==> config.mk <==
export PLATFORM = sky130hd
export DESIGN_NAME = i2c_reg_slave
export DESIGN_NICKNAME = d
export VERILOG_FILES = /design/src/rtl/i2c_reg_slave_pkg.sv /design/src/rtl/i2c_line_sync.sv /design/src/rtl/i2c_read_mux.sv /design/src/rtl/i2c_reg_slave.sv
export SDC_FILE = /design/constraint.sdc
export NUM_CORES = 1
export LEC_CHECK = 0
export ABC_AREA = 0
export BUFFER_PORTS_ARGS = -buffer_cell sky130_fd_sc_hd__buf_2
export CAP_MARGIN = 20
export CORE_UTILIZATION = 40
export CTS_BUF_LIST = sky130_fd_sc_hd__clkbuf_8
export DETAILED_ROUTE_END_ITERATION = 6
export GPL_TIMING_DRIVEN = 1
export PLACE_DENSITY = 0.81
export SLEW_MARGIN = 20
export SYNTH_ARGS = -nofsm -noshare
export SYNTH_HDL_FRONTEND = slang
export SYNTH_SLANG_ARGS = --single-unit
==> constraint.sdc <==
create_clock -name clk -period 3 [get_ports clk]
set_clock_uncertainty 0.15 [all_clocks]
set_input_delay 0.6 -clock clk [delete_from_list [all_inputs] [get_ports clk]]
set_output_delay 0.6 -clock clk [all_outputs]
set_load 0.01 [all_outputs]
==> src/rtl/i2c_reg_slave_pkg.sv <==
package i2c_reg_slave_pkg;

  typedef enum logic [2:0] {
    ST_IDLE,
    ST_RX,
    ST_ACK,
    ST_TX,
    ST_TXACK
  } st_e;

  typedef enum logic [2:0] {
    PH_SLV,
    PH_REG,
    PH_DHI,
    PH_DLO,
    PH_DONE
  } ph_e;

  // true when the received byte carries this slave's 7-bit address
  function automatic logic addr_hit(input logic [7:0] rx, input logic [6:0] own);
    return rx[7:1] == own;
  endfunction

  // read source index taken from the pointer
  function automatic logic [6:0] src_index(input logic [7:0] ptr);
    return ptr[6:0];
  endfunction

endpackage

==> src/rtl/i2c_line_sync.sv <==
module i2c_line_sync (
  input  logic clk,
  input  logic rst_n,
  input  logic scl_i,
  input  logic sda_i,
  output logic scl_s,
  output logic sda_s,
  output logic scl_rise,
  output logic scl_fall,
  output logic bus_start,
  output logic bus_stop
);
  logic [1:0] scl_ff, sda_ff;
  logic       scl_q, sda_q;

  always_ff @(posedge clk or negedge rst_n) begin
    if (!rst_n) begin
      scl_ff <= 2'b11;
      sda_ff <= 2'b11;
      scl_q  <= 1'b1;
      sda_q  <= 1'b1;
    end else begin
      scl_ff <= {scl_ff[0], scl_i};
      sda_ff <= {sda_ff[0], sda_i};
      scl_q  <= scl_ff[1];
      sda_q  <= sda_ff[1];
    end
  end

  assign scl_s     = scl_ff[1];
  assign sda_s     = sda_ff[1];
  assign scl_rise  = scl_s & ~scl_q;
  assign scl_fall  = ~scl_s & scl_q;
  assign bus_start = scl_s & scl_q & sda_q & ~sda_s;
  assign bus_stop  = scl_s & scl_q & ~sda_q & sda_s;
endmodule

==> src/rtl/i2c_read_mux.sv <==
module i2c_read_mux #(
  parameter int NUM_SRC = 8,
  parameter int WORD_W  = 32
) (
  input  logic [NUM_SRC*WORD_W-1:0] src,
  input  logic [6:0]                sel,
  output logic [WORD_W-1:0]         word
);
  logic [WORD_W-1:0] gated [NUM_SRC];

  for (genvar g = 0; g < NUM_SRC; g++) begin : g_src
    assign gated[g] = (sel == 7'(g)) ? src[g*WORD_W +: WORD_W] : '0;
  end

  always_comb begin
    word = '0;
    for (int k = 0; k < NUM_SRC; k++) word = word | gated[k];
  end
endmodule

==> src/rtl/i2c_reg_slave.sv <==
module i2c_reg_slave
  import i2c_reg_slave_pkg::*;
#(
  parameter logic [6:0] SLAVE_ADDR = 7'h2C,
  parameter int         NUM_SRC    = 8,
  parameter int         WORD_W     = 32
) (
  input  logic                      clk,
  input  logic                      rst_n,
  input  logic                      scl_i,
  input  logic                      sda_i,
  output logic                      sda_oe,
  output logic                      wr_stb,
  output logic [7:0]                wr_addr,
  output logic [15:0]               wr_data,
  input  logic [NUM_SRC*WORD_W-1:0] rd_src
);
  localparam int BYTES = WORD_W / 8;
  localparam int BC_W  = (BYTES > 1) ? $clog2(BYTES) : 1;

  logic scl_s, sda_s, ev_scl_rise, ev_scl_fall, ev_start, ev_stop;

  i2c_line_sync u_sync (
    .clk(clk), .rst_n(rst_n), .scl_i(scl_i), .sda_i(sda_i),
    .scl_s(scl_s), .sda_s(sda_s), .scl_rise(ev_scl_rise), .scl_fall(ev_scl_fall),
    .bus_start(ev_start), .bus_stop(ev_stop)
  );

  st_e              st;
  ph_e              ph;
  logic [3:0]       bitcnt;
  logic [7:0]       sr, reg_ptr, dhi, dlo;
  logic             go_tx, mack, stb_q;
  logic [WORD_W-1:0] txw, rd_word;
  logic [BC_W-1:0]  bytecnt;

  i2c_read_mux #(.NUM_SRC(NUM_SRC), .WORD_W(WORD_W)) u_mux (
    .src(rd_src), .sel(src_index(reg_ptr)), .word(rd_word)
  );

  // named events for the checker
  logic ev_byte_done, ev_addr_miss;
  assign ev_byte_done = (st == ST_RX) && ev_scl_fall && (bitcnt == 4'd8);
  assign ev_addr_miss = ev_byte_done && (ph == PH_SLV) && !addr_hit(sr, SLAVE_ADDR);

  always_ff @(posedge clk or negedge rst_n) begin
    if (!rst_n) begin
      st      <= ST_IDLE;
      ph      <= PH_SLV;
      bitcnt  <= '0;
      sr      <= '0;
      reg_ptr <= '0;
      dhi     <= '0;
      dlo     <= '0;
      go_tx   <= 1'b0;
      mack    <= 1'b0;
      stb_q   <= 1'b0;
      txw     <= '0;
      bytecnt <= '0;
    end else begin
      stb_q <= 1'b0;
      if (ev_start) begin
        st     <= ST_RX;
        ph     <= PH_SLV;
        bitcnt <= '0;
      end else if (ev_stop) begin
        st <= ST_IDLE;
      end else begin
        unique case (st)
          ST_RX: begin
            if (ev_scl_rise) begin
              sr     <= {sr[6:0], sda_s};
              bitcnt <= bitcnt + 4'd1;
            end else if (ev_byte_done) begin
              bitcnt <= '0;
              go_tx  <= 1'b0;
              unique case (ph)
                PH_SLV: begin
                  if (addr_hit(sr, SLAVE_ADDR)) begin
                    st    <= ST_ACK;
                    go_tx <= sr[0];
                    ph    <= PH_REG;
                  end else begin
                    st <= ST_IDLE;
                  end
                end
                PH_REG:  begin reg_ptr <= sr; st <= ST_ACK; ph <= PH_DHI;  end
                PH_DHI:  begin dhi     <= sr; st <= ST_ACK; ph <= PH_DLO;  end
                PH_DLO:  begin dlo     <= sr; st <= ST_ACK; ph <= PH_DONE; end
                default: st <= ST_IDLE;
              endcase
            end
          end
          ST_ACK: begin
            if (ev_scl_fall) begin
              if (go_tx) begin
                st      <= ST_TX;
                txw     <= rd_word;
                bytecnt <= '0;
                bitcnt  <= '0;
              end else begin
                st <= ST_RX;
                if (ph == PH_DONE) stb_q <= 1'b1;
              end
            end
          end
          ST_TX: begin
            if (ev_scl_fall) begin
              txw <= {txw[WORD_W-2:0], 1'b0};
              if (bitcnt == 4'd7) begin
                st     <= ST_TXACK;
                bitcnt <= '0;
              end else begin
                bitcnt <= bitcnt + 4'd1;
              end
            end
          end
          ST_TXACK: begin
            if (ev_scl_rise) begin
              mack <= ~sda_s;
            end else if (ev_scl_fall) begin
              if (mack && (bytecnt != BC_W'(BYTES - 1))) begin
                st      <= ST_TX;
                bytecnt <= bytecnt + 1'b1;
              end else begin
                st <= ST_IDLE;
              end
            end
          end
          default: ;
        endcase
      end
    end
  end

  assign sda_oe  = (st == ST_ACK) || ((st == ST_TX) && !txw[WORD_W-1]);
  assign wr_stb  = stb_q;
  assign wr_addr = reg_ptr;
  assign wr_data = {dhi, dlo};
endmodule

==> results of run 1 <==
[through the flow]
stage	cell area [sq um]	util [%]	hold WS (ns)	total power, mW
after floorplan	5920	-	0.154	2.16
after global placement	7570	52.3	0.196	2.58
after detailed placement	7570	52.3	0.197	2.60
after CTS	7740	53.5	0.0414	3.36
after global routing	7750	53.6	0.0596	3.57
final	7760	53.6	0.0430	3.36
[logic make-up after synthesis]
kind of cell	count (synthesis)	share of synthesized area (%)
buf+inv	59	4.06
fa+ha+maj	3	0.634
compound gates	208	24.6
simple gates	152	15.2
mux	94	19.5
flops	85	36.1
[critical path, stage by stage (launching register included)]
cell and delay [ns]:
dfrtp_2 0.67, buf_4 0.49, mux2_2 0.40, a221oi_1 0.54, or3_1 0.21, a21oi_1 0.06
[how the worst min path moves through the flow]
stage          cells past startpoint              from  slack, ns                to
6_report                           1             rst_n       0.04             sr[0]
5_1_grt                            1             rst_n       0.06             sr[0]
4_1_cts                            1             rst_n       0.04             sr[0]
3_5_place_dp                       0  u_sync.sda_ff[0]       0.20  u_sync.sda_ff[1]
3_3_place_gp                       0  u_sync.scl_ff[0]       0.20  u_sync.scl_ff[1]
2_1_floorplan                      0             rst_n       0.15         bitcnt[0]
[layout by cell type, fill, tap and decap left out, types with 4 or more instances in the layout]
master      n
buf_2     284
mux2_2     77
dfrtp_1    76
a21oi_1    61
o21ai_0    36
or3_1      34
a221oi_1   31
nor2_1     27
buf_4      24
a22o_1     22
nor3_1     21
nand2_1    16
a22oi_1    12
a221o_1    12
clkbuf_8   10
mux4_2      9
inv_1       8
nor2b_1     8
diode_2     7
nand2b_1    7
mux2i_1     7
a222oi_1    6
a211oi_1    6
dfstp_2     6
nor3b_1     5
nand3_1     4
[final cells by class]
cell class                 count  area (sq um)
multi-input combinational    457          3560
sequential                    85          2140
timing repair buffer         309          1620
inverter                       6          22.5
antenna                        7          17.5
tap                          184           230
clock inverter                 6          38.8
fill                        1332          6720
clock buffer                  10           138
[power groups by stage]
| stage | registers (mW) | logic (mW) | clock network, mW |
|---|---|---|---|
| after CTS | 1.63 | 0.951 | 0.780 |
| after floorplan | 1.53 | 0.630 | 0 |
| after global placement | 1.65 | 0.934 | 0 |
| final | 1.64 | 0.951 | 0.768 |
| after detailed placement | 1.65 | 0.947 | 0 |
| after global routing | 1.68 | 1.06 | 0.827 |
[registers in the layout (all words and copies together) (netlist names), 3 cells and up]
| register | cells |
|---|---|
| sr | 8 |
| ph | 3 |
| bitcnt | 4 |
| wr_addr | 8 |
| dlo | 8 |
| st | 3 |
| dhi | 8 |
| txw | 32 |
[metal layers]
layer  global-route usage (%)  routed length [um]  part of all wire [%]
met5                        0                  27                  0.12
met4                     10.8                 576                   2.5
met3                     8.33                2470                    11
met2                     51.9               11200                    48
met1                     38.9                9200                    39
==> run_results.csv, run 1 <==
group,metric,value,unit
power,seqPwrFrac,48.9,%
synth,synth_cell_type_count,61,
floorplanning,start_util,40.9,%
detailed_routing,first_pass_iters,5,
power,swShare,34.8,%
setup_path,critPathCapture,"txw[17]",
sta,slew_violations,0,
cts,post_cts_buffers,0,
grt,grt_pass1_vias,6247,
placed_design,dpl.cell_count,1041,
min_path,min_path_type,"primary input to async pin",
cts,holdBufCountCts,0,
sta,setup_violations,0,
sta,finalHoldViolations,0,
floorplanning,coreArea,14500,sq um
grt,overflow,0,
cts,clk_latency,0.38,ns
sta,fin_crit,2.66,ns
synth,syn_inst,601,
setup_path,cp_max_fo,37,
placed_design,dpl.hpwl,18.4,mm
setup_path,start_kind,"register",
setup_path,ff2ff_path_depth,5,
synth,synth.most_common_cell,"dfrtp_1",
detailed_routing,ant_nets,0,
sta,setup_ws,0.338,ns
grt,antenna_found_initial,6,
power,p_per_area,433,nW/um^2
synth,synth_common_cells,"dfrtp_1 (79), mux2_2 (77), a21oi_1 (61)",
detailed_routing,first_iter_violations,755,
synth,yosys_warnings,0,
floorplanning,pin_count,286,
floorplanning,die_w,124,um
synth,synthesis.area,5920,sq um
cts,clk_pin_slew,0.10,ns
detailed_routing,drc,0,
power,power_leakage,3.62,nW
synth,postSynthAreaPerCell,9.85,sq um
synth,synth_seq_cells,85,
synth,yosysTopAreaCellShare,33.4,%
setup_path,critPathArrivalTime,2.76,ns
placed_design,place.port_buffers,285,
cts,cts_tree,"yes",
grt,grt_pass1_wl,35.1,mm
floorplanning,dieArea,15300,sq um
detailed_routing,num_vias,6367,
cts,cts_sinks,85,
setup_path,reg2reg_from,"wr_addr[1]",
sta,rsz0062_at_grt,"no",
final_layout,stdcell_count,1064,
setup_path,reg2reg_slack,0.34,ns
setup_path,timing.rr.end,"txw[17]",
setup_path,critPathRequiredTime,3.10,ns
synth,ys_async_sr_fraction,100,%
power,pwr-share-comb,28.3,%
grt,grt_max_degree,38,
setup_path,startpoint,"wr_addr[1]",
placed_design,gp_congestion,0.926,
detailed_routing,routedWlPerCell,22.1,um
synth,yosysTopAreaCell,"dfrtp_1",
setup_path,critPathKind,"register to register",
grt,grt.total_usage,31.2,%
job,drv_cap,0,
detailed_routing,vias_per_cell,5.98,
sta,fmax,0.376,GHz
power,peakVddDrop,0.000474,V
cts,numCtsBuffers,9,
detailed_routing,routed_wl,23.5,mm
power,p_switching,1.17,mW
sta,worst_pin_slew,0.905,ns
sta,setup_tns,0,ns
sta,relSlewSlack,39.4,%
cts,htreeDepth,3,
power,p_clk_share,22.8,%
floorplanning,die_h,124,um
synth,synth_edf_count,0,
synth,synth_flop_cell,"dfrtp_1",
floorplanning,num_rows,44,
synth,synth_area_leaders,"dfrtp_1 (33%), mux2_2 (15%), a21oi_1 (5.2%)",
placed_design,place_ws,0.465,ns
synth,synth.yosys.seq_area_share,36.1,%
final_layout,fin_nets,1131,
cts,cts.path.max_buffers,2,
cts,cts_resized,0,
power,power.internal,2.19,mW
setup_path,worstSetupEndpointType,"register",
final_layout,drive_gt1_share,49.9,%
sta,period_share,88.7,%
final_layout,area_growth,31.2,%
run_status,outcome,"finished clean",
synth,synth_nets,864,
cts,clock-root-buffer,"clkbuf_8",
(Power assumes the default switching activity.)
==> run 2: changes to the inputs <==
--- a/config.mk
+++ b/config.mk
@@ -8,11 +8,13 @@
 export ABC_AREA = 0
 export BUFFER_PORTS_ARGS = -buffer_cell sky130_fd_sc_hd__buf_2
 export CAP_MARGIN = 20
+export CORE_ASPECT_RATIO = 0.6
 export CORE_UTILIZATION = 40
 export CTS_BUF_LIST = sky130_fd_sc_hd__clkbuf_8
 export DETAILED_ROUTE_END_ITERATION = 6
 export GPL_TIMING_DRIVEN = 1
-export PLACE_DENSITY = 0.81
+export PLACE_DENSITY_LB_ADDON = 0.15
+export RECOVER_POWER = 50
 export SLEW_MARGIN = 20
 export SYNTH_ARGS = -nofsm -noshare
 export SYNTH_HDL_FRONTEND = slang
==> run_results.csv, run 2 (synthesized netlist as in run 1, its figures left out) <==
group,metric,value,unit
floorplanning,start_util,40.9,%
placed_design,place_ws,0.402,ns
detailed_routing,num_vias,6340,
detailed_routing,m1WireLength,10.8,mm
cts,clock-root-buffer,"clkbuf_8",
cts,clk_latency,0.36,ns
sta,setup_violations,0,
placed_design,place.port_buffers,285,
cts,cts.path.max_buffers,2,
sta,fmax,0.375,GHz
sta,relSlewSlack,-43.6,%
floorplanning,num_rows,34,
cts,numCtsBuffers,9,
sta,fin_crit,2.67,ns
cts,cts_tree,"yes",
detailed_routing,drc,0,
floorplanning,dieArea,15300,sq um
cts,cts_sinks,85,
floorplanning,die_h,96.2,um
grt,grt.total_usage,30.6,%
power,peakVddDrop,0.000274,V
final_layout,largest_reg_flops,32,
grt,grt_pass1_wl,35.4,mm
setup_path,critPathArrivalTime,2.74,ns
power,power_leakage,3.59,nW
placed_design,dpl.hpwl,18.3,mm
placed_design,gp_congestion,1.01,
min_path,min_path_type,"primary input to register",
detailed_routing,first_pass_iters,7,
final_layout,area_growth,31.6,%
setup_path,worstSetupEndpointType,"register",
detailed_routing,routedWlPerCell,21.7,um
final_layout,final_common_cell,"buf_2",
grt,antenna_found_initial,3,
detailed_routing,first_iter_violations,582,
cts,cts_resized,0,
cts,post_cts_buffers,0,
sta,setup_ws,0.333,ns
final_layout,final_cell_mix,"buf_2 (279), mux2_2 (77), dfrtp_1 (76)",
run_status,violations,"capacitance limit, slew limit",
final_layout,stdcell_count,1072,
floorplanning,pin_count,286,
sta,period_share,88.9,%
setup_path,critPathRequiredTime,3.08,ns
sta,worst_pin_slew,2.15,ns
setup_path,critPathKind,"register to register",
setup_path,start_kind,"register",
power,p_per_area,442,nW/um^2
detailed_routing,ant_nets,0,
sta,rsz0062_at_grt,"no",
cts,htreeDepth,3,
detailed_routing,routed_wl,23.3,mm
floorplanning,coreArea,14500,sq um
grt,grt_max_degree,53,
final_layout,drive_gt1_share,49.1,%
final_layout,final_area,7790,sq um
detailed_routing,highest_layer,"met4",
grt,grt_pass1_vias,6179,
detailed_routing,dr_wl_met2,10.5,mm
detailed_routing,wl_met3,1.70,mm
sta,slew_violations,36,
grt,overflow,0,
run_status,outcome,"complete, but fails checks",
sta,finalHoldViolations,0,
sta,setup_tns,0,ns
detailed_routing,vias_per_cell,5.91,
final_layout,regMostFlops,"txw",
placed_design,place_area,7580,sq um
cts,holdBufCountCts,0,
cts,clk_pin_slew,0.09,ns
placed_design,dpl.cell_count,1053,
final_layout,fin_nets,1129,
job,drv_cap,1,
setup_path,cp_max_fo,25,
floorplanning,die_w,159,um
-- run 2: changes by cell type in the layout (fill, tap and decap cells not counted), sizes merged --
cell	change
clkinv	+2
inv	-2
bufinv	+1
buf	-8
clkbuf	+5
diode	-4
-- run 2: area by class of cell --
cell class / instances / area (sq um)
Inverter: 6 / 22.5
Multi-Input combinational cell: 457 / 3560
Sequential cell: 85 / 2140
Clock buffer: 9 / 124
Clock inverter: 7 / 82.6
Antenna cell: 3 / 7.51
Tap cell: 198 / 248
Timing Repair Buffer: 307 / 1610
Fill cell: 1386 / 6680
-- run 2: metrics by stage --
stage / hold slack (ns) / utilization, % / power, mW
finish: 0.179 / 53.8 / 3.45
global route: 0.169 / 53.8 / 3.65
CTS: 0.0461 / 53.9 / 3.46
detailed placement: 0.203 / 52.4 / 2.59
global placement: 0.196 / 52.4 / 2.56
floorplan: 0.154 / - / 2.16
-- run 2: report_power, final --
group | internal (mW) | switching [mW] | total [mW]
Sequential | 1.41 | 0.230 | 1.64
Combinational | 0.461 | 0.492 | 0.953
Clock | 0.397 | 0.461 | 0.858
-- run 2: path summary, 6_finish.rpt --
kind	from	endpoint	slack (ns)	depth (start not counted)
worst min register to register	u_sync.sda_ff[0]	u_sync.sda_ff[1]	0.22	0
min in group asynchronous	rst_n	bitcnt[3]	0.71	1
worst max-delay path	u_sync.scl_q	txw[1]	0.33	5
worst max register to register	u_sync.scl_q	txw[1]	0.33	5
worst min-delay path	sda_i	u_sync.sda_ff[0]	0.18	1
max in group asynchronous	rst_n	txw[10]	0.76	1
-- run 2: layer usage --
metal	vias up	track usage, %
li1	2890	-
met2	298	48.3
met1	3128	43.5
met3	24	6.16
met4	0	6.41
met5	-	0
-- run 2: worst max-delay path: stages (launching register included) --
cell,delay [ns]
dfstp_2,0.59
and2b_2,0.18
nand2b_1,0.13
or3_1,0.78
a21oi_1,0.56
a21oi_1,0.13
